--- src/rtl/sdr_refresh_pkg.sv ---
// Shared types for the SDRAM refresh sequencer.
// Assumes: command pins are active-low, ordered cs_n, ras_n, cas_n, we_n.
package sdr_refresh_pkg;

    typedef enum logic [3:0] {
        ST_IDLE,
        ST_REQ,
        ST_PRE,
        ST_WAIT_RP,
        ST_AREF,
        ST_WAIT_RFC,
        ST_SR_ENT,
        ST_SR_HOLD,
        ST_SR_EXIT
    } seq_state_t;

    typedef struct packed {
        logic cs_n;
        logic ras_n;
        logic cas_n;
        logic we_n;
    } sdr_cmd_t;

    localparam sdr_cmd_t CMD_NOP = '{cs_n: 1'b0, ras_n: 1'b1, cas_n: 1'b1, we_n: 1'b1};
    localparam sdr_cmd_t CMD_PRE = '{cs_n: 1'b0, ras_n: 1'b0, cas_n: 1'b1, we_n: 1'b0};
    localparam sdr_cmd_t CMD_REF = '{cs_n: 1'b0, ras_n: 1'b0, cas_n: 1'b0, we_n: 1'b1};

    function automatic int max2(input int a, input int b);
        return (a > b) ? a : b;
    endfunction

endpackage

--- src/rtl/sdr_refi_timer.sv ---
// Refresh interval timer.
// Counts clock cycles modulo REFI_CYC and pulses tick in the last cycle of
// each slot. hold_clr keeps the count at zero (used during self-refresh) so
// that counting restarts from a full interval once it is released.
module sdr_refi_timer #(
    parameter int REFI_CYC = 1953
) (
    input  logic clk,
    input  logic rst_n,
    input  logic hold_clr,
    output logic tick
);
    localparam int CW = (REFI_CYC > 2) ? $clog2(REFI_CYC) : 1;
    localparam logic [CW-1:0] LAST = CW'(REFI_CYC - 1);

    logic [CW-1:0] cnt;

    // Advance the slot counter, wrapping at the slot length.
    always_ff @(posedge clk) begin
        if (!rst_n || hold_clr) begin
            cnt <= '0;
        end else if (cnt == LAST) begin
            cnt <= '0;
        end else begin
            cnt <= cnt + 1'b1;
        end
    end

    // Slot end marker.
    always_comb begin
        tick = !hold_clr && (cnt == LAST);
    end

    assert_slot_wraps_R2: assert property (@(posedge clk) disable iff (!rst_n)
        tick |=> (cnt == '0));

    assert_slot_in_range_R2: assert property (@(posedge clk) disable iff (!rst_n)
        cnt <= LAST);

endmodule

--- src/rtl/sdr_delay_timer.sv ---
// Shared wait timer for tRP, tRFC, tRAS residency and exit waits.
// Assumes: only one wait runs at a time. load presets the count; the count
// then steps down once per cycle and rests at zero, where done is high.
module sdr_delay_timer #(
    parameter int DW = 4
) (
    input  logic          clk,
    input  logic          rst_n,
    input  logic          load,
    input  logic [DW-1:0] load_val,
    output logic          done
);
    logic [DW-1:0] cnt;

    // Preset on load, otherwise count down to zero and stay.
    always_ff @(posedge clk) begin
        if (!rst_n) begin
            cnt <= '0;
        end else if (load) begin
            cnt <= load_val;
        end else if (cnt != '0) begin
            cnt <= cnt - 1'b1;
        end
    end

    // Wait finished.
    always_comb begin
        done = (cnt == '0);
    end

    assert_wait_steps_down_R5: assert property (@(posedge clk) disable iff (!rst_n)
        (!load && cnt != '0) |=> (cnt == $past(cnt) - 1'b1));

endmodule

--- src/rtl/sdr_refresh_pending.sv ---
// Request tracker.
// Holds the owed-refresh flag, the overdue flag and the latched
// self-refresh request. A slot tick sets the owed flag. A second tick that
// finds the owed flag still set raises overdue. An issued refresh or a
// self-refresh entry clears both flags.
module sdr_refresh_pending (
    input  logic clk,
    input  logic rst_n,
    input  logic tick,
    input  logic aref_issue,
    input  logic sre_issue,
    input  logic sr_enter_req,
    output logic ref_pending,
    output logic overdue,
    output logic sr_pending
);
    // Owed-refresh and overdue flags.
    always_ff @(posedge clk) begin
        if (!rst_n) begin
            ref_pending <= 1'b0;
            overdue     <= 1'b0;
        end else if (tick) begin
            ref_pending <= 1'b1;
            overdue     <= ref_pending && !aref_issue;
        end else if (aref_issue || sre_issue) begin
            ref_pending <= 1'b0;
            overdue     <= 1'b0;
        end
    end

    // Latched self-refresh entry request.
    always_ff @(posedge clk) begin
        if (!rst_n) begin
            sr_pending <= 1'b0;
        end else if (sre_issue) begin
            sr_pending <= 1'b0;
        end else if (sr_enter_req) begin
            sr_pending <= 1'b1;
        end
    end

    assert_sr_request_latched_R7: assert property (@(posedge clk) disable iff (!rst_n)
        (sr_enter_req && !sre_issue) |=> sr_pending);

endmodule

--- src/rtl/sdr_refresh_fsm.sv ---
// Refresh sequencing state machine.
// Arbitrates between self-refresh entry and auto-refresh (self-refresh
// wins when both wait in idle). It waits for the bus grant, precharges all
// banks, waits tRP, then issues either an auto-refresh followed by a tRFC
// hold, or a self-refresh entry followed by the residency wait and the
// exit NOPs. Outputs decode from the state register only, so no input
// reaches a pin in the same cycle.
// Assumes: bus_grant stays high once given until bus_req drops;
// T_RP, T_RFC, T_RAS >= 2 and XSR_CYC >= 2.
module sdr_refresh_fsm
    import sdr_refresh_pkg::*;
#(
    parameter int T_RP    = 3,
    parameter int T_RFC   = 8,
    parameter int T_RAS   = 6,
    parameter int XSR_CYC = 10,
    parameter int DW      = 4
) (
    input  logic          clk,
    input  logic          rst_n,
    input  logic          ref_pending,
    input  logic          sr_pending,
    input  logic          sr_wake,
    input  logic          bus_grant,
    input  logic          wait_done,
    output logic          tmr_load,
    output logic [DW-1:0] tmr_val,
    output logic          aref_issue,
    output logic          sre_issue,
    output logic          sr_active,
    output logic          bus_req,
    output logic          busy,
    output sdr_cmd_t      cmd,
    output logic          cke,
    output logic          a10
);
    seq_state_t state, state_nx;
    logic       kind_sr;
    logic       go_exit;

    // Exit permitted once residency has elapsed and wake is requested.
    always_comb begin
        go_exit = (state == ST_SR_HOLD) && wait_done && sr_wake;
    end

    // Next-state selection.
    always_comb begin
        state_nx = state;
        unique case (state)
            ST_IDLE:     if (sr_pending || ref_pending) state_nx = ST_REQ;
            ST_REQ:      if (bus_grant) state_nx = ST_PRE;
            ST_PRE:      state_nx = ST_WAIT_RP;
            ST_WAIT_RP:  if (wait_done) state_nx = kind_sr ? ST_SR_ENT : ST_AREF;
            ST_AREF:     state_nx = ST_WAIT_RFC;
            ST_WAIT_RFC: if (wait_done) state_nx = ST_IDLE;
            ST_SR_ENT:   state_nx = ST_SR_HOLD;
            ST_SR_HOLD:  if (go_exit) state_nx = ST_SR_EXIT;
            ST_SR_EXIT:  if (wait_done) state_nx = ST_IDLE;
            default:     state_nx = ST_IDLE;
        endcase
    end

    // State register.
    always_ff @(posedge clk) begin
        if (!rst_n) begin
            state <= ST_IDLE;
        end else begin
            state <= state_nx;
        end
    end

    // Sequence kind, fixed when a sequence leaves idle.
    always_ff @(posedge clk) begin
        if (!rst_n) begin
            kind_sr <= 1'b0;
        end else if (state == ST_IDLE) begin
            kind_sr <= sr_pending;
        end
    end

    // Wait timer presets; each wait ends one cycle before the next command.
    always_comb begin
        tmr_load = 1'b0;
        tmr_val  = '0;
        unique case (state)
            ST_PRE:     begin tmr_load = 1'b1; tmr_val = DW'(T_RP - 2);    end
            ST_AREF:    begin tmr_load = 1'b1; tmr_val = DW'(T_RFC - 2);   end
            ST_SR_ENT:  begin tmr_load = 1'b1; tmr_val = DW'(T_RAS - 2);   end
            ST_SR_HOLD: begin tmr_load = go_exit; tmr_val = DW'(XSR_CYC - 1); end
            default:    begin tmr_load = 1'b0; tmr_val = '0;               end
        endcase
    end

    // Pin and handshake decode from the registered state.
    always_comb begin
        unique case (state)
            ST_PRE:              cmd = CMD_PRE;
            ST_AREF, ST_SR_ENT:  cmd = CMD_REF;
            default:             cmd = CMD_NOP;
        endcase
        a10        = (state == ST_PRE);
        cke        = !((state == ST_SR_ENT) || (state == ST_SR_HOLD));
        bus_req    = (state != ST_IDLE);
        busy       = (state != ST_IDLE) && (state != ST_REQ);
        aref_issue = (state == ST_AREF);
        sre_issue  = (state == ST_SR_ENT);
        sr_active  = (state == ST_SR_ENT) || (state == ST_SR_HOLD) ||
                     (state == ST_SR_EXIT);
    end

    assert_precharge_after_grant_R3: assert property (@(posedge clk) disable iff (!rst_n)
        (state == ST_PRE) |-> $past(bus_grant));

    assert_precharge_all_banks_R4: assert property (@(posedge clk) disable iff (!rst_n)
        (cmd == CMD_PRE) |-> a10);

    assert_cke_falls_on_refresh_R7: assert property (@(posedge clk) disable iff (!rst_n)
        $fell(cke) |-> (cmd == CMD_REF));

    assert_exit_after_residency_R8: assert property (@(posedge clk) disable iff (!rst_n)
        $rose(cke) |-> ($past(wait_done) && $past(sr_wake)));

    assert_exit_starts_with_nop_R9: assert property (@(posedge clk) disable iff (!rst_n)
        $rose(cke) |-> ((cmd == CMD_NOP) && bus_req));

endmodule

--- src/rtl/sdr_refresh_seq.sv ---
// SDRAM refresh and self-refresh sequencer, top level.
// Ties the slot timer, request tracker, shared wait timer and sequencing
// state machine together. Timing parameters are in clock cycles; the
// refresh slot length is derived from CLK_KHZ for a 15.625 us period.
// Assumes: clock is running and stable whenever the block is out of reset.
module sdr_refresh_seq
    import sdr_refresh_pkg::*;
#(
    parameter int CLK_KHZ = 125000,
    parameter int T_RP    = 3,
    parameter int T_RFC   = 8,
    parameter int T_RAS   = 6,
    parameter int T_XSR   = 10
) (
    input  logic clk,
    input  logic rst_n,
    input  logic sr_enter_req,
    input  logic sr_wake_req,
    input  logic bus_grant,
    output logic bus_req,
    output logic busy,
    output logic overdue,
    output logic cs_n,
    output logic ras_n,
    output logic cas_n,
    output logic we_n,
    output logic cke,
    output logic a10
);
    localparam longint REFI_L   = (longint'(CLK_KHZ) * 64'd15625) / 64'd1000000;
    localparam int     REFI_CYC = int'(REFI_L);
    localparam int     XSR_CYC  = max2(T_XSR, 2);
    localparam int     WAIT_MAX = max2(max2(T_RP, T_RFC), max2(T_RAS, XSR_CYC));
    localparam int     DW       = $clog2(WAIT_MAX + 1);

    logic          tick;
    logic          ref_pending;
    logic          sr_pending;
    logic          aref_issue;
    logic          sre_issue;
    logic          sr_active;
    logic          tmr_load;
    logic [DW-1:0] tmr_val;
    logic          wait_done;
    sdr_cmd_t      cmd;

    sdr_refi_timer #(.REFI_CYC(REFI_CYC)) u_refi (
        .clk      (clk),
        .rst_n    (rst_n),
        .hold_clr (sr_active),
        .tick     (tick)
    );

    sdr_refresh_pending u_pend (
        .clk          (clk),
        .rst_n        (rst_n),
        .tick         (tick),
        .aref_issue   (aref_issue),
        .sre_issue    (sre_issue),
        .sr_enter_req (sr_enter_req),
        .ref_pending  (ref_pending),
        .overdue      (overdue),
        .sr_pending   (sr_pending)
    );

    sdr_delay_timer #(.DW(DW)) u_wait (
        .clk      (clk),
        .rst_n    (rst_n),
        .load     (tmr_load),
        .load_val (tmr_val),
        .done     (wait_done)
    );

    sdr_refresh_fsm #(
        .T_RP    (T_RP),
        .T_RFC   (T_RFC),
        .T_RAS   (T_RAS),
        .XSR_CYC (XSR_CYC),
        .DW      (DW)
    ) u_fsm (
        .clk         (clk),
        .rst_n       (rst_n),
        .ref_pending (ref_pending),
        .sr_pending  (sr_pending),
        .sr_wake     (sr_wake_req),
        .bus_grant   (bus_grant),
        .wait_done   (wait_done),
        .tmr_load    (tmr_load),
        .tmr_val     (tmr_val),
        .aref_issue  (aref_issue),
        .sre_issue   (sre_issue),
        .sr_active   (sr_active),
        .bus_req     (bus_req),
        .busy        (busy),
        .cmd         (cmd),
        .cke         (cke),
        .a10         (a10)
    );

    // Split the command struct onto the pins.
    always_comb begin
        cs_n  = cmd.cs_n;
        ras_n = cmd.ras_n;
        cas_n = cmd.cas_n;
        we_n  = cmd.we_n;
    end

    assert_overdue_while_requesting_R6: assert property (@(posedge clk) disable iff (!rst_n)
        overdue |-> bus_req);

    assert_no_refresh_in_self_refresh_R7: assert property (@(posedge clk) disable iff (!rst_n)
        (!cke && !$fell(cke)) |-> (cmd == CMD_NOP));

endmodule

--- config.mk ---
export PLATFORM = sky130hd
export DESIGN_NAME = sdr_refresh_seq
export DESIGN_NICKNAME = d
export VERILOG_FILES = /design/src/rtl/sdr_refresh_pkg.sv /design/src/rtl/sdr_refi_timer.sv /design/src/rtl/sdr_delay_timer.sv /design/src/rtl/sdr_refresh_pending.sv /design/src/rtl/sdr_refresh_fsm.sv /design/src/rtl/sdr_refresh_seq.sv
export SDC_FILE = /design/constraint.sdc
export NUM_CORES = 1
export LEC_CHECK = 0
export BUFFER_PORTS_ARGS = -buffer_cell sky130_fd_sc_hd__buf_4
export CAP_MARGIN = 15
export CORE_UTILIZATION = 33
export CTS_BUF_LIST = sky130_fd_sc_hd__clkbuf_4 sky130_fd_sc_hd__clkbuf_8 sky130_fd_sc_hd__clkbuf_16
export DETAILED_ROUTE_END_ITERATION = 10
export GPL_TIMING_DRIVEN = 0
export RECOVER_POWER = 50
export SLEW_MARGIN = 25
export SYNTH_ARGS = -nofsm -noshare
export SYNTH_HDL_FRONTEND = slang
export SYNTH_SLANG_ARGS = --single-unit
--- constraint.sdc ---
create_clock -name clk -period 1.8 [get_ports clk]
set_input_delay 0 -clock clk [delete_from_list [all_inputs] [get_ports clk]]
set_output_delay 0 -clock clk [all_outputs]
set_load 0.01 [all_outputs]
# Yosys cells after proc, flatten, opt, wreduce, memory -nomap -nowiden
# Index checks and enable logic that the tools add are counted.
# word_totals
out_inout_bits	9
inputBits	5
ff_bits	23
# classes
n_addsub	2
n_bitwise	1
n_eq_ne	15
muxes	15
reduce_logical	26
# op_table
cell	count
4-bit case mux with 8 select lines	1
4-bit two-way mux	7
4-bit by 3-bit == test with 1-bit output (second input constant)	4
4-bit case mux with 4 select lines	1
11-bit by 1-bit adder with 11-bit output (second input constant)	1
11-bit == test (second input constant)	1
4-bit by 2-bit == test with 1-bit output (second input constant)	2
4-bit logical NOT	2
2-bit by 1-bit != test with 1-bit output (second input constant)	4
4-bit nonzero test	2
2-bit OR reduction	4
3-bit case mux with 2 select lines	1
1-bit logical AND	5
1-bit logical OR	5
5-bit AND reduction	1
4-bit by 1-bit == test with 1-bit output (second input constant)	1
4-bit == test (second input constant)	1
1-bit logical NOT	4
4-bit by 1-bit != test with 1-bit output (second input constant)	1
2-bit nonzero test	2
4-bit by 1-bit subtractor with 4-bit output (second input constant)	1
1-bit two-way mux	3
3-bit OR reduction	1
2-bit two-way mux	1
3 further kinds	3

# Logic depth before layout (Yosys ltp)
# Gate-level depths: netlist of run 1.
# depth
ltp_word	6
mapped_depth	7
ltp_nobuf	6

# Modules after synthesis
# From an unflattened synthesis of run 1, not the netlist that was laid out.
# hier_totals
hier_cells	159
area_unflattened_um2	1318.8
# modules_own_cells
module	area_each_um2	n_inst	seq_area_each_um2	cells_each
sdr_refi_timer	523.0	1	220.2	58
sdr_refresh_fsm	455.4	1	100.1	67
sdr_delay_timer	230.2	1	80.1	23
sdr_refresh_pending	110.1	1	60.1	11

# Worst setup path after synthesis of run 1
# Ideal clock, no wire load.
# synth_timing
path_kind	register to register
start	reg u_wait.cnt[0]
end	reg u_wait.cnt[2]
path_stages_with_launch	8
path_slack_ns	0.157
arrival_ns	1.527
t_required_ns	1.684
setup_time_ns	0.116
path_cell_list	dfxtp_1 -> inv_1 -> ha_1 -> or3b_1 -> buf_2 -> o32ai_4 -> o21ai_0 -> o211a_1
# synth_between
elab_chain_cells	5
elab_cells_between_ends	9
classes_between	add/sub: 1; mux: 3; reduce/logical: 5
# synth_rtl
element	line_no	rtl
from (decl)	sdr_delay_timer.sv:13	logic [DW-1:0] cnt;
from (signal assigned)	sdr_delay_timer.sv:20	cnt <= load_val;
from (signal assigned)	sdr_delay_timer.sv:22	cnt <= cnt - 1'b1;
branches (longest 5 deep; another with 4-bit by 1-bit subtractor with 4-bit output)	-	
# Parallel ways; which one is timed is not known. The select of a mux whose other input is x is not followed.
# A chain may end at the register's enable or synchronous reset.

# Final worst setup path of run 1
# layout_timing
start	reg u_wait.cnt[0]
end	reg u_wait.cnt[1]
# The elaborated chain is that of the path after synthesis.

==> results of run 1 <==
## how the worst max path moves through the flow
stage / end / slack [ns]
after floorplan: u_wait.cnt[2] / 0.16
after CTS: u_wait.cnt[2] / 0.02
final: u_wait.cnt[1] / 0.1
after global placement: u_wait.cnt[2] / 0.07
after detailed placement: u_wait.cnt[2] / 0.04
after global routing: u_wait.cnt[1] / 0.02
## flip-flops by register name, summed over array words and instances, names as in the netlist
signal              flops
u_pend.sr_pending       1
u_fsm.kind_sr           1
u_wait.cnt              4
u_pend.overdue          1
u_refi.cnt             11
u_pend.ref_pending      1
u_fsm.state             4
## per-stage QoR
| step | setup WS [ns] | hold slack (ns) | std cells | cell area (um^2) |
|---|---|---|---|---|
| finish | 0.0957 | 0.0545 | 212 | 1440 |
| global route | 0.0179 | 0.104 | 212 | 1440 |
| CTS | 0.0240 | 0.0490 | 212 | 1450 |
| detailed placement | 0.0403 | 0.323 | 208 | 1400 |
| global placement | 0.0711 | 0.315 | 208 | 1400 |
| floorplan | 0.157 | 0.202 | 149 | 1260 |
## routing by layer
layer	wire length, um	GRT usage	part of all wire	vias up
met4	13	0.0341	0.0054	0
met1	1140	0.145	0.47	461
met3	82	0.0357	0.034	2
li1	-	-	-	541
met2	1170	0.230	0.49	13
met5	0	0	0	-
## synthesized netlist by cell type (3+ instances only)
library cell / count
a21oi_1: 7
buf_2: 3
clkbuf_1: 4
dfxtp_1: 23
ha_1: 3
inv_1: 8
nand2_1: 9
nand3_1: 3
nand3b_1: 5
nor2_1: 22
nor3_1: 6
o21a_1: 3
o21ai_0: 4
xnor2_1: 9
## logic make-up (layout without fill, tap and decap cells)
| kind of cell | Yosys count | after routing | synth area share |
|---|---|---|---|
| simple gates | 67 | 67 | 0.302 |
| fa+ha+maj | 3 | 3 | 0.0299 |
| other cells | 1 | 1 | 0.00298 |
| flops | 23 | 23 | 0.366 |
| xor+xnor | 11 | 11 | 0.0766 |
| mux | 1 | 1 | 0.00796 |
| buf+inv | 17 | 32 | 0.0627 |
| compound gates | 26 | 26 | 0.151 |
## power groups by stage
| stage | logic [mW] | clock network [mW] | registers (mW) |
|---|---|---|---|
| finish | 0.580 | 0.328 | 0.623 |
| global placement | 0.539 | 0 | 0.634 |
| global route | 0.654 | 0.364 | 0.631 |
| detailed placement | 0.553 | 0 | 0.635 |
| floorplan | 0.436 | 0 | 0.620 |
| CTS | 0.556 | 0.348 | 0.623 |
## critical path, cell delays in order, from the launching register on
cell      delay (ns)
dfxtp_1         0.34
inv_1           0.10
ha_4            0.14
or3b_1          0.33
clkbuf_4        0.18
o32ai_4         0.25
a211oi_1        0.08
o21a_1          0.17
## layout make-up
cell class / count / area (um^2)
fill: 392 / 2220
multi-input combinational: 109 / 723
sequential: 23 / 460
timing repair buffer: 11 / 63.8
tap: 48 / 60.1
buffer: 9 / 51.3
clock buffer: 4 / 48.8
inverter: 8 / 30.0
==> results.txt, run 1 <==
Peak VDD IR = 0.000415 V
Synth Instances = 149
Std-Cell Rows = 22
most frequent cells in the layout = dfxtp_1, nor2_1, clkbuf_1, nand2_1, xnor2_1
commonest non-fill, non-tap cell in the layout = dfxtp_1
Clock Latency Late Sink = 0.26 ns
Root Driver = clkbuf_8
drt pass-1 iters = 4
Worst Setup Start Kind = register
RSZ-0062 raised after global routing = no
clock sink total = 23
clock slew at reported path FFs = 0.08 ns
Max Fclk = 587 MHz
initial antenna violation count = 0
Worst Setup Path Type = register to register
Iteration-0 DRC Markers = 115
status = finished clean
final hold vios = 0
final setup fails = 0
final critical-path required period = 1.70 ns
Die Ht = 63.7 um
clock share of power = 0.214
first-pass GRT wire length = 4110 um
DR vias = 1017
sequential area share after synthesis = 0.366
Vias/cell = 4.80
Synth area leader = dfxtp_1
number of synthesized register bits = 23
IO Pins = 14
Area contributors post-synth = dfxtp_1, nor2_1, xnor2_1
CTS buffer count = 3
Worst Path Required = 1.96 ns
Final Wtd Congestion = 0.822
Logic pwr share = 0.379
Total Nets Final = 173
hold endpoint = u_pend.sr_pending
Syn Nets = 157
Pint = 1.02 mW
routed len/inst = 11.3 um
capture point of the worst reg-to-reg path = u_wait.cnt[1]
Reg power frac = 0.407
cts repair resizes = 0
Post-CTS Setup Inserts = 0
die area = 4060 um^2
Worst Skew = 0.00684 ns
startpoint of the worst hold path = sr_enter_req
Synth top area share = 0.366
Hold Path Depth = 3
endpoint class of the critical path = register
yosys warns = 0
Worst R2R Path Depth = 7
Max-Cap Viols = 0
EDFF count, synth = 0
Post-DP HPWL = 1830 um
Max Root-Sink Buffers = 2
ys flop type = dfxtp_1
layout cells sized above 1 = 0.140
Final Power = 1.53 mW
Hold Crit Class = input pin to register
n_diodes = 0
hold buffers post-CTS = 0
number of global-route vias before repair = 951
period utilization = 0.947
Reg2Reg Setup Slack = 0.1 ns
Crit Path Max Fanout = 6
core area = 3660 um^2
Starting Density = 0.343
CTS H-tree lvls = 1
worst setup path start = u_wait.cnt[0]
fraction of registers with async set or reset after synthesis = 0
# port buffers = 11
gr ovfl total = 0
leakage = 0.516 nW
Avg Cell Area, Syn = 8.44 um^2
cell area after synthesis = 1260 um^2
Routed Antenna Nets = 0
DR DRC count = 0
Reg-to-Reg Start = u_wait.cnt[0]
Die X = 63.7 um
setup_tns = 0 ns
Worst Path Arrival = 1.86 ns
CTS tree = done
Total GRT Usage = 0.127
utilization after layout = 0.393
sw power = 0.508 mW
Final Slew Violations = 0
synthesis-to-finish area growth = 14.3%
PD cells = 1060 nW/um^2
Post-Route WL = 2400 um
pin count of the biggest net entering global routing = 13
switching share of power = 0.332
Synth cell types = 44
Note: power is estimated with default switching activity, not from simulation.
==> run 2: changes to the inputs <==
Settings changed: REMOVE_ABC_BUFFERS from default to 1.
==> results.txt, run 2 (synthesis results as in run 1) <==
Post-DP HPWL = 1710 um (-6.5%)
n_diodes = 0 (unchanged)
pin count of the biggest net entering global routing = 17 (+4)
Vias/cell = 4.89 (+1.9%)
Post-Route WL = 2340 um (-2.5%)
GRT met3 Usage = 0.0464 (+0.0107)
GR Util met2 = 0.226 (-0.00399)
setup_tns = 0 ns (unchanged)
hold endpoint = u_pend.sr_pending
number of global-route vias before repair = 1001 (+5.3%)
final setup fails = 0 (unchanged)
CTS H-tree lvls = 1 (unchanged)
Worst Setup Path Type = register to register
Worst Skew = 0.00643 ns (-0.000412 ns)
# port buffers = 12 (+1)
Reg2Reg Setup Slack = 0.12 ns (+0.02 ns)
Critical path buffers and inverters = 1 (-1)
initial antenna violation count = 0 (unchanged)
Total GRT Usage = 0.131 (+0.00336)
Starting Density = 0.343 (unchanged)
utilization after layout = 0.386 (-0.00718)
clock sink total = 23 (unchanged)
Worst Path Required = 1.97 ns (about the same)
most frequent cells in the layout = nor2_1, dfxtp_1, nand2_1, xnor2_1
routed len/inst = 11.3 um (-0.58%)
Hold Crit Class = input pin to register
endpoint class of the critical path = register
gr ovfl total = 0 (unchanged)
clock slew at reported path FFs = 0.08 ns (about the same)
Clock Latency Late Sink = 0.27 ns (about the same)
Max Fclk = 595 MHz (+1.4%)
final hold vios = 0 (unchanged)
Worst Path Arrival = 1.85 ns (about the same)
Final Wtd Congestion = 0.782 (-4.9%)
worst slack, placed = -0.0197 ns (-0.0600 ns)
Crit path largest cell delay = 0.44 ns (+0.10 ns)
Max Root-Sink Buffers = 2 (unchanged)
period utilization = 0.934 (-0.0127)
DR vias = 1017 (unchanged)
die area = 4060 um^2 (unchanged)
startpoint of the worst hold path = sr_enter_req
Die X = 63.7 um (unchanged)
CTS tree = done
CTS buffer count = 3 (unchanged)
GRT busiest layer = met2
Root Driver = clkbuf_8
Reg-to-Reg Start = u_wait.cnt[0]
Worst Setup Start Kind = register
met1 Use GR = 0.152 (+0.00756)
Cell Chain, Critical Path = inv_1 > ha_1 > or3b_4 > o32ai_4 > a211oi_1 > o21a_1
critical path's top delay family = compound AO/OA/AOI/OAI gates
Final Slew Violations = 0 (unchanged)
Finished Layout Cells = 208 (-1.9%)
Reg with most FFs = u_refi.cnt
DR DRC count = 0 (unchanged)
Final Power = 1.49 mW (-2.8%)
Crit Path Max Fanout = 6 (unchanged)
status = finished clean
Std-Cell Rows = 22 (unchanged)
Worst R2R Path Depth = 6 (-1)
Iteration-0 DRC Markers = 65 (-43%)
IO Pins = 14 (unchanged)
Total Nets Final = 169 (-2.3%)
core area = 3660 um^2 (unchanged)
capture point of the worst reg-to-reg path = u_wait.cnt[1]
Routed Antenna Nets = 0 (unchanged)
Die Ht = 63.7 um (unchanged)
layout cells sized above 1 = 0.138 (-0.00274)
Hold Path Depth = 3 (unchanged)
first-pass GRT wire length = 4260 um (+3.9%)
leakage = 0.498 nW (-3.4%)
CP max stage cell = or3b_4
PD cells = 1050 nW/um^2 (-0.94%)
Peak VDD IR = 0.000504 V (+22%)
synthesis-to-finish area growth = 12.2%
Max-Cap Viols = 0 (unchanged)
max reg flops = 11 (unchanged)
final critical-path required period = 1.68 ns (-0.0228 ns)
RSZ-0062 raised after global routing = no
PnR worst setup slack = 0.119 ns (+0.0228 ns)
drt pass-1 iters = 4 (unchanged)
top flop regs = u_refi.cnt: 11 flops, u_fsm.state: 4 flops, u_wait.cnt: 4 flops
number of placed cells counting well taps = 200 (-3.8%)
-- run 2: cell types whose count changed in the layout (fill, tap and decap cells not counted), sizes merged --
cell	change
dlygate4sd3	+1
buf	-3
clkbuf	-3
clkinv	+1
-- run 2: where the power goes --
group          switching, mW  internal (mW)  total [mW]
clock                  0.167          0.155       0.322
combinational          0.252          0.265       0.516
sequential            0.0861          0.565       0.651
total                  0.505          0.984        1.49
-- run 2: per-layer routing --
| metal | vias up | share of wire |
|---|---|---|
| met5 | - | 0 |
| met4 | 0 | 0.0051 |
| met3 | 2 | 0.044 |
| met2 | 19 | 0.48 |
| met1 | 467 | 0.47 |
| li1 | 529 | - |
-- run 2: timing repair --
| action | CTS | global route |
|---|---|---|
| hold buffers | 0 | 1 |
| pin swaps | 0 | 0 |
| setup endpoints to repair | 10 | 5 |
| endpoints found under the hold margin | 0 | 2 |
| resized for setup | 0 | 3 |
| setup buffers | 2 | 1 |
-- run 2: layout make-up --
type	instances	area, um^2
sequential	23	462
tap	48	60.1
clock inverter	1	5.00
clock buffer	3	41.3
fill	400	2250
inverter	8	30.0
multi-input combinational	109	721
timing repair buffer	16	92.6
-- run 2: metrics by stage --
step                      instance area [um^2]  hold WS, ns
after global routing                      1410       0.0667
after detailed placement                  1360        0.294
after global placement                    1360        0.289
after floorplan                           1210        0.118
final                                     1410       0.0554
after CTS                                 1420      0.00682
-- run 2: worst max-delay path by stage --
stage                     cells after the start       endpoint      startpoint  slack (ns)
after floorplan                               6  u_wait.cnt[2]   u_wait.cnt[0]        0.17
after global placement                        4  u_refi.cnt[2]  u_fsm.state[0]        0.04
after detailed placement                      4  u_refi.cnt[6]  u_fsm.state[0]       -0.02
after CTS                                     6  u_wait.cnt[2]   u_wait.cnt[0]        0.03
after global routing                          6  u_wait.cnt[1]   u_wait.cnt[0]       0.007
final                                         6  u_wait.cnt[1]   u_wait.cnt[0]        0.12
-- run 2: tightest hold or removal path: cells and delay by family --
kind | cells | cell delay [ns]
compound gates | 2 | 0.21
buf+inv | 1 | 0.08
==> run 3: changes to the inputs <==
Settings changed: ABC_AREA from default to 1.
==> results.txt, run 3 <==
status = finished clean
sw power = 0.787 mW (+56%)
Synth top area share = 0.361 (-0.00468)
Max Root-Sink Buffers = 2 (unchanged)
cell area after synthesis = 1270 um^2 (+1.3%)
cts repair resizes = 0 (unchanged)
clock sink total = 23 (unchanged)
max reg flops = 11 (unchanged)
Avg Cell Area, Syn = 6.57 um^2 (-22%)
worst slack, placed = 0.413 ns (+0.433 ns)
Worst Path Required = 1.80 ns (-0.17 ns)
Worst Setup Start Kind = register
sequential area share after synthesis = 0.361 (-0.00468)
Die Ht = 64.1 um (+0.62%)
Total Nets Final = 217 (+28%)
hold endpoint = u_fsm.state[0]
Reg-to-Reg Start = u_fsm.state[3]
hold buffers post-CTS = 0 (unchanged)
number of global-route vias before repair = 1033 (+3.2%)
initial antenna violation count = 0 (unchanged)
Iteration-0 DRC Markers = 43 (-34%)
Placed Area = 1410 um^2 (+3.9%)
Post-DP HPWL = 1860 um (+8.9%)
Hold Path Depth = 3 (unchanged)
routed len/inst = 9.54 um (-15%)
layout cells sized above 1 = 0.0769 (-0.0606)
Post-Route WL = 2440 um (+4.3%)
top flop regs = u_refi.cnt: 11 flops, u_fsm.state: 4 flops, u_wait.cnt: 4 flops
Final Wtd Congestion = 0.812 (+3.8%)
# port buffers = 12 (unchanged)
capture point of the worst reg-to-reg path = u_refi.cnt[4]
Hold Crit Class = input pin to register
period utilization = 0.822 (-0.112)
most frequent cell after synthesis = nand2_1
Synth cell types = 24 (-45%)
drt pass-1 iters = 4 (unchanged)
ys flop type = dfxtp_1
final critical-path required period = 1.48 ns (-0.202 ns)
CTS tree = done
most frequent cells in the layout = nand2_1, nor2_1, inv_1
Reg power frac = 0.358 (-0.079)
endpoint class of the critical path = primary output
Vias/cell = 4.43 (-9.5%)
Logic pwr share = 0.468 (+0.121)
Clock Latency Late Sink = 0.26 ns (about the same)
pin count of the biggest net entering global routing = 13 (-4)
final hold vios = 0 (unchanged)
DR DRC count = 0 (unchanged)
core area = 3690 um^2 (+0.75%)
PnR worst setup slack = 0.321 ns (+0.202 ns)
Synth Instances = 194 (+30%)
Starting Density = 0.345 (+0.00185)
Peak VDD IR = 0.000565 V (+12%)
Routed Antenna Nets = 0 (unchanged)
Worst R2R Path Depth = 8 (+2)
startpoint of the worst hold path = rst_n
die area = 4110 um^2 (+1.2%)
fraction of registers with async set or reset after synthesis = 0 (unchanged)
Die X = 64.1 um (+0.62%)
Reg with most FFs = u_refi.cnt
setup_tns = 0 ns (unchanged)
Final Slew Violations = 0 (unchanged)
Crit Path Max Fanout = 6 (unchanged)
synthesis-to-finish area growth = 11.7%
gr ovfl total = 0 (unchanged)
first-pass GRT wire length = 4340 um (+1.8%)
Post-CTS Setup Inserts = 0 (-2)
number of placed cells counting well taps = 252 (+26%)
PD cells = 1340 nW/um^2 (+27%)
Max-Cap Viols = 0 (unchanged)
Std-Cell Rows = 22 (unchanged)
CTS buffer count = 3 (unchanged)
switching share of power = 0.412 (+0.0726)
Worst Skew = 0.00508 ns (-0.00135 ns)
CTS H-tree lvls = 1 (unchanged)
leakage = 0.666 nW (+34%)
IO Pins = 14 (unchanged)
Worst Setup Path Type = register to primary output
Root Driver = clkbuf_8
commonest non-fill, non-tap cell in the layout = nand2_1
Reg2Reg Setup Slack = 0.33 ns (+0.21 ns)
Finished Layout Cells = 256 (+23%)
final setup fails = 0 (unchanged)
number of synthesized register bits = 23 (unchanged)
Pint = 1.12 mW (+14%)
Max Fclk = 676 MHz (+14%)
RSZ-0062 raised after global routing = no
n_diodes = 0 (unchanged)
Worst Path Arrival = 1.48 ns (-0.37 ns)
DR vias = 1133 (+11%)
Total GRT Usage = 0.134 (+0.00343)
yosys warns = 0 (unchanged)
Post-synth top cells = nand2_1, nor2_1, inv_1
Area contributors post-synth = dfxtp_1, nand2_1, nor2_1
clock share of power = 0.173 (-0.043)
Synth area leader = dfxtp_1
clock slew at reported path FFs = 0.08 ns (about the same)
EDFF count, synth = 0 (unchanged)
Finished Cell Area = 1420 um^2 (+0.80%)
[run 3: cell type report]
type	instances	area, um^2
timing repair buffer	12	75.1
tap	48	60.1
sequential	23	460
inverter	32	120
clock buffer	4	48.8
multi-input combinational	137	658
fill	431	2270
[run 3: cells by family (layout without fill, tap and decap cells)]
kind of cell	Yosys count	after routing	share of synthesized area
AOI/OAI and AO/OA	17	17	0.0727
other	1	1	0.00294
adders and majority gates	3	3	0.0295
xor gates and xnor gates	7	7	0.0481
DFF	23	23	0.361
buffers and inverters	34	48	0.104
and+or+nand+nor	109	109	0.381
[run 3: power by group through the flow]
stage / Combinational (mW) / Clock (mW) / Sequential, mW
detailed placement: 0.947 / 0 / 0.702
floorplan: 0.726 / 0 / 0.684
finish: 0.895 / 0.331 / 0.685
CTS: 0.955 / 0.352 / 0.690
global placement: 0.946 / 0 / 0.704
global route: 1.06 / 0.377 / 0.702
[run 3: through the flow]
stage / hold slack, ns / utilization / power [mW]
2_1_floorplan: 0.120 / - / 1.41
3_3_place_gp: 0.302 / 0.383 / 1.65
3_5_place_dp: 0.300 / 0.383 / 1.65
4_1_cts: 0.00995 / 0.396 / 2.00
5_1_grt: 0.0256 / 0.386 / 2.14
6_report: 0.0176 / 0.386 / 1.91
[run 3: routing by layer]
| layer | routed length, um | vias up | global-route usage |
|---|---|---|---|
| li1 | - | 626 | - |
| met1 | 1190 | 486 | 0.165 |
| met2 | 1140 | 17 | 0.229 |
| met3 | 87 | 4 | 0.0375 |
| met4 | 29 | 0 | 0.0333 |
| met5 | 0 | - | 0 |
[run 3: worst max path at each step]
stage	cells after the start	end	start
finish	5	ras_n	u_fsm.state[3]
global route	8	u_refi.cnt[4]	u_fsm.state[3]
CTS	9	u_wait.cnt[2]	u_wait.cnt[0]
detailed placement	9	u_wait.cnt[2]	u_wait.cnt[0]
global placement	10	u_fsm.state[1]	u_fsm.state[3]
floorplan	9	u_wait.cnt[2]	u_wait.cnt[0]
[run 3: critical path, stage by stage, from the launching register on]
cell     delay, ns
dfxtp_1       0.40
inv_1         0.09
nand2_1       0.14
nor2_1        0.07
nor2_1        0.32
buf_4         0.19
